$ cat src/rtl/vrs_pkg.sv
package vrs_pkg;
  typedef enum logic [2:0] {
    ST_OFF  = 3'd0,
    ST_SS   = 3'd1,
    ST_BW   = 3'd2,
    ST_RUN  = 3'd3,
    ST_FUV  = 3'd4,
    ST_FOV  = 3'd5
  } vrs_state_e;
  localparam int unsigned NUM_ST = 6;
endpackage

$ cat src/rtl/vrs_oc_filter.sv
module vrs_oc_filter #(
  parameter int unsigned OC_CYCLES = 32
) (
  input  logic clk_i,
  input  logic rst_ni,
  input  logic arm_i,
  input  logic tick_i,
  input  logic oc_i,
  output logic trip_o
);
  localparam int unsigned CW = $clog2(OC_CYCLES + 1);
  localparam logic [CW-1:0] LAST = CW'(OC_CYCLES - 1);

  logic [CW-1:0] cnt_q;

  assign trip_o = arm_i & tick_i & oc_i & (cnt_q == LAST);

  always_ff @(posedge clk_i or negedge rst_ni) begin
    if (!rst_ni)          cnt_q <= '0;
    else if (!arm_i)      cnt_q <= '0;
    else if (tick_i) begin
      if (!oc_i)          cnt_q <= '0;
      else if (!trip_o)   cnt_q <= cnt_q + 1'b1;
    end
  end
endmodule

$ cat src/rtl/vrs_fsm.sv
module vrs_fsm
  import vrs_pkg::*;
(
  input  logic       clk_i,
  input  logic       rst_ni,
  input  logic       supply_ok_i,
  input  logic       en_i,
  input  logic       vout_win_i,
  input  logic       ext_pg_i,
  input  logic       ov_i,
  input  logic       uv_i,
  input  logic       oc_trip_i,
  output vrs_state_e state_o,
  output logic       arm_o,
  output logic       go_run_o
);
  vrs_state_e state_q, state_d;

  always_comb begin
    state_d  = state_q;
    go_run_o = 1'b0;
    if (!supply_ok_i) begin
      state_d = ST_OFF;
    end else begin
      unique case (state_q)
        ST_OFF: if (en_i) state_d = ST_SS;
        ST_SS: begin
          if (!en_i)           state_d = ST_OFF;
          else if (vout_win_i) state_d = ST_BW;
        end
        ST_BW, ST_RUN: begin
          if (!en_i)                  state_d = ST_OFF;
          else if (ov_i)              state_d = ST_FOV;
          else if (uv_i || oc_trip_i) state_d = ST_FUV;
          else if (state_q == ST_BW && ext_pg_i) begin
            state_d  = ST_RUN;
            go_run_o = 1'b1;
          end
        end
        ST_FUV: if (!en_i) state_d = ST_OFF;
        ST_FOV: state_d = ST_FOV;  // only supply loss clears
        default: state_d = ST_OFF;
      endcase
    end
  end

  always_ff @(posedge clk_i or negedge rst_ni) begin
    if (!rst_ni) state_q <= ST_OFF;
    else         state_q <= state_d;
  end

  assign state_o = state_q;
  assign arm_o   = (state_q == ST_BW) || (state_q == ST_RUN);
endmodule

$ cat src/rtl/vr_supervisor.sv
module vr_supervisor
  import vrs_pkg::*;
#(
  parameter int unsigned OC_CYCLES = 32
) (
  input  logic              clk_i,
  input  logic              rst_ni,
  input  logic              supply_ok_i,
  input  logic              en_i,
  input  logic              vout_win_i,
  input  logic              ext_pg_i,
  input  logic              slew_busy_i,
  input  logic              cyc_tick_i,
  input  logic              ov_i,
  input  logic              uv_i,
  input  logic              oc_i,
  output logic              drv_en_o,
  output logic              vid_sel_o,
  output logic              vid_cap_o,
  output logic              pg_pull_o,
  output logic [NUM_ST-1:0] state_oh_o
);
  vrs_state_e state;
  logic arm, trip, go_run, cap_q;

  vrs_oc_filter #(.OC_CYCLES(OC_CYCLES)) u_oc (
    .clk_i  (clk_i),
    .rst_ni (rst_ni),
    .arm_i  (arm),
    .tick_i (cyc_tick_i),
    .oc_i   (oc_i),
    .trip_o (trip)
  );

  vrs_fsm u_fsm (
    .clk_i       (clk_i),
    .rst_ni      (rst_ni),
    .supply_ok_i (supply_ok_i),
    .en_i        (en_i),
    .vout_win_i  (vout_win_i),
    .ext_pg_i    (ext_pg_i),
    .ov_i        (ov_i),
    .uv_i        (uv_i),
    .oc_trip_i   (trip),
    .state_o     (state),
    .arm_o       (arm),
    .go_run_o    (go_run)
  );

  always_ff @(posedge clk_i or negedge rst_ni) begin
    if (!rst_ni) cap_q <= 1'b0;
    else         cap_q <= go_run;
  end

  for (genvar g = 0; g < NUM_ST; g++) begin : g_oh
    assign state_oh_o[g] = (state == vrs_state_e'(3'(g)));
  end

  assign drv_en_o  = (state == ST_SS) || (state == ST_BW) || (state == ST_RUN);
  assign vid_sel_o = (state == ST_RUN);
  assign vid_cap_o = cap_q;

  always_comb begin
    unique case (state)
      ST_BW:   pg_pull_o = 1'b0;  // pin read as input from external rails
      ST_RUN:  pg_pull_o = !vout_win_i && !slew_busy_i;
      default: pg_pull_o = 1'b1;
    endcase
  end
endmodule

$ cat config.mk
export PLATFORM = sky130hd
export DESIGN_NAME = vr_supervisor
export DESIGN_NICKNAME = d
export VERILOG_FILES = /design/src/rtl/vrs_pkg.sv /design/src/rtl/vrs_oc_filter.sv /design/src/rtl/vrs_fsm.sv /design/src/rtl/vr_supervisor.sv
export SDC_FILE = /design/constraint.sdc
export NUM_CORES = 1
export LEC_CHECK = 0
export ABC_AREA = 1
export BUFFER_PORTS_ARGS = -buffer_cell sky130_fd_sc_hd__buf_4
export CORE_ASPECT_RATIO = 0.9
export CORE_UTILIZATION = 47
export CTS_BUF_LIST = sky130_fd_sc_hd__clkbuf_16
export DETAILED_ROUTE_END_ITERATION = 7
export GPL_TIMING_DRIVEN = 0
export MAX_ROUTING_LAYER = met4
export PLACE_DENSITY = 0.82
export SLEW_MARGIN = 15
export SYNTH_ARGS = -nofsm -noshare
export SYNTH_HDL_FRONTEND = slang
export SYNTH_SLANG_ARGS = --single-unit
$ cat constraint.sdc
create_clock -name clk_i -period 1.8 [get_ports clk_i]
set_clock_uncertainty 0.05 [all_clocks]
set_input_delay 0.09 -clock clk_i [delete_from_list [all_inputs] [get_ports clk_i]]
set_output_delay 0.09 -clock clk_i [all_outputs]
set_load 0.01 [all_outputs]
==> out/qor.csv <==
metric,value,unit
# port buffers,20,
Detail Placement HPWL,1340,um
Worst EP required,1.92,ns
drt first pass iters,5,
period utilisation layout,93.26,%
die area,1661,um^2
final hold slack,0.07438,ns
drt first-iter violations,20,
final hold viol count,0,
Layout area overhead,36.35,%
Post-Route Utilization,73.66,%
H-tree levels,1,
final setup violation count,0,
CTS Sinks,10,
Ys Warns,0,
Critical Path AT,1.80,ns
register area share after synthesis,35.46,%
startpoint class of the critical path,register,
wire length per cell,12.51,um
Vias/cell,5.317,
final instance area,962.2,um^2
final antenna-violating net count,0,
core area,1306,um^2
Tot Pwr,0.8684,mW
Cells after Synth,103,
Top-Level Pins,21,
share of cells above drive strength 1,25.78,%
drt total wl,1777,um
power per cell area,902.5,nW/um^2
antenna cell count,0,
Syn Nets,115,
"FF+latch count, synth",10,
achievable clock frequency,595.7,MHz
pre-CTS setup slack,0.2358,ns
Die Ht,38.76,um
first-pass GRT wire length,2911,um
clock slew at reported path FFs,0.04,ns
Skew-Pair Late Insertion Delay,0.24,ns
Worst-Margin Slew,0.3490,ns
CTS tree,yes,
worst min path class,input port to register,
Clock Tree Root,clkbuf_16,
DRC,0,
Worst slew margin,76.55,%
synth unique cells,21,
GRT Total Usage,25.87,%
DP Cell Count,137,
worst setup margin,0.1214,ns
Setup crit end kind,register,
Max Cap Viol,0,
fin crit period,1.679,ns
clock buffer depth,2,
run status,"finished, final reports clean",
vias in the first global route,690,
RSZ-0062 raised after global routing,no,
vias,755,
Syn Std Cell Area,705.7,um^2
initial cell density of the core,54.02,%
Congestion Overflow GR,0,
maximum VDD drop,672.1,uV
Fin Setup TNS,0,ns
Syn Area/Cell,6.851,um^2
Post-Place Cell Area,873.3,um^2
CTS buffer count,3,
initial antenna violation count,0,
post-layout net count,141,
leakage,0.5155,nW
gpl congestion,0.9471,
Final Max Tran Viols,0,
Die W,42.85,um
largest net degree at the start of global routing,11,
"Max FO, Critical Path",10,
Finished Layout Cells,142,
Rows,12,
crit path kind,register to register,
-- power breakdown --
group	switching, mW	internal, mW	total, mW
clock network	0.0998	0.291	0.390
registers	0.0210	0.237	0.258
logic	0.125	0.0945	0.220
-- logic make-up after synthesis --
logic type | synth area share, %
DFF | 35.46
buffers and inverters | 8.511
and+or+nand+nor | 40.43
adders and majority gates | 1.773
AOI/OAI and AO/OA | 13.83
-- cells in the mapped netlist --
cell / count / share of area (%)
nand2_1: 24 / 13
inv_1: 13 / 6.9
nor2_1: 11 / 5.9
dfrtp_1: 10 / 35
o21ai_0: 8 / 5.7
nand3_1: 7 / 5.0
nor3_1: 7 / 5.0
a21oi_1: 4 / 2.8
nand4_1: 3 / 2.7
nand2_2: 2 / 1.8
nand3_2: 2 / 2.8
nor2_2: 2 / 1.8
o21a_1: 2 / 2.1
a31o_1: 1 / 1.2
buf_4: 1 / 1.1
ha_1: 1 / 1.8
inv_2: 1 / 0.53
nand2_4: 1 / 1.6
o21ai_1: 1 / 0.71
o311ai_0: 1 / 1.2
or2_4: 1 / 1.2
-- worst max-delay path: stages (launching register included) --
cell     delay (ns)
dfrtp_1        0.41
ha_1           0.24
nand3_1        0.10
nor2_1         0.07
nand2_2        0.15
nand2_4        0.11
o21ai_0        0.29
o21a_1         0.19
-- final cells by class --
cell class / count / area (um^2)
multi-input cells: 78 / 395.4
clock buffers: 3 / 75.07
plain buffers: 1 / 7.507
repair buffers: 21 / 160.2
clock inverters: 1 / 3.754
flip-flops and latches: 10 / 250.2
well taps: 14 / 17.52
inverters: 14 / 52.55
fillers: 101 / 344.1
-- metal layers --
metal	up-vias	GRT usage, %	wire, um
li1	390	-	-
met1	343	31.88	860
met2	18	40.15	795
met3	4	8.879	93
met4	0	8.594	28
met5	-	-	0
-- cell usage in the layout, fill, tap and decap left out, drive strengths merged --
| cell type | synthesis | layout |
|---|---|---|
| nand4 | 3 | 3 |
| nand3 | 9 | 9 |
| or2 | 1 | 1 |
| buf | 1 | 21 |
| dlygate4sd3 | 0 | 1 |
| clkbuf | 0 | 3 |
| o21a | 2 | 2 |
| o311ai | 1 | 1 |
| nand2 | 27 | 27 |
| o21ai | 9 | 9 |
| nor2 | 13 | 13 |
| a21oi | 4 | 4 |
| nor3 | 7 | 7 |
| inv | 14 | 14 |
| ha | 1 | 1 |
| dfrtp | 10 | 10 |
| clkinv | 0 | 1 |
| a31o | 1 | 1 |
-- repair_timing --
action,in CTS,in global routing
setup buffers,0,0
hold buffers,1,0
hold endpoints to repair,10,0
setup endpoints to repair,0,0
resized for setup,0,0
-- sequential cells by signal, indices dropped and copies added, names as in the netlist --
register	cells
vid_cap_o	1
u_oc.cnt_q	6
u_fsm.state_o	3
-- path summary, 6_finish.rpt --
check / slack, ns / from / to / depth (start not counted)
setup / recovery: 0.12 / u_oc.cnt_q[0] / u_oc.cnt_q[3] / 7
hold / removal: 0.07 / supply_ok_i / u_fsm.state_o[1] / 3
setup reg to reg: 0.12 / u_oc.cnt_q[0] / u_oc.cnt_q[3] / 7
hold reg to reg: 0.49 / u_oc.cnt_q[1] / u_oc.cnt_q[1] / 2
max in group asynchronous: 1.39 / rst_ni / u_oc.cnt_q[1] / 2
min in group asynchronous: 0.17 / rst_ni / u_oc.cnt_q[4] / 2
No activity file was read; power rests on OpenSTA's default activity.
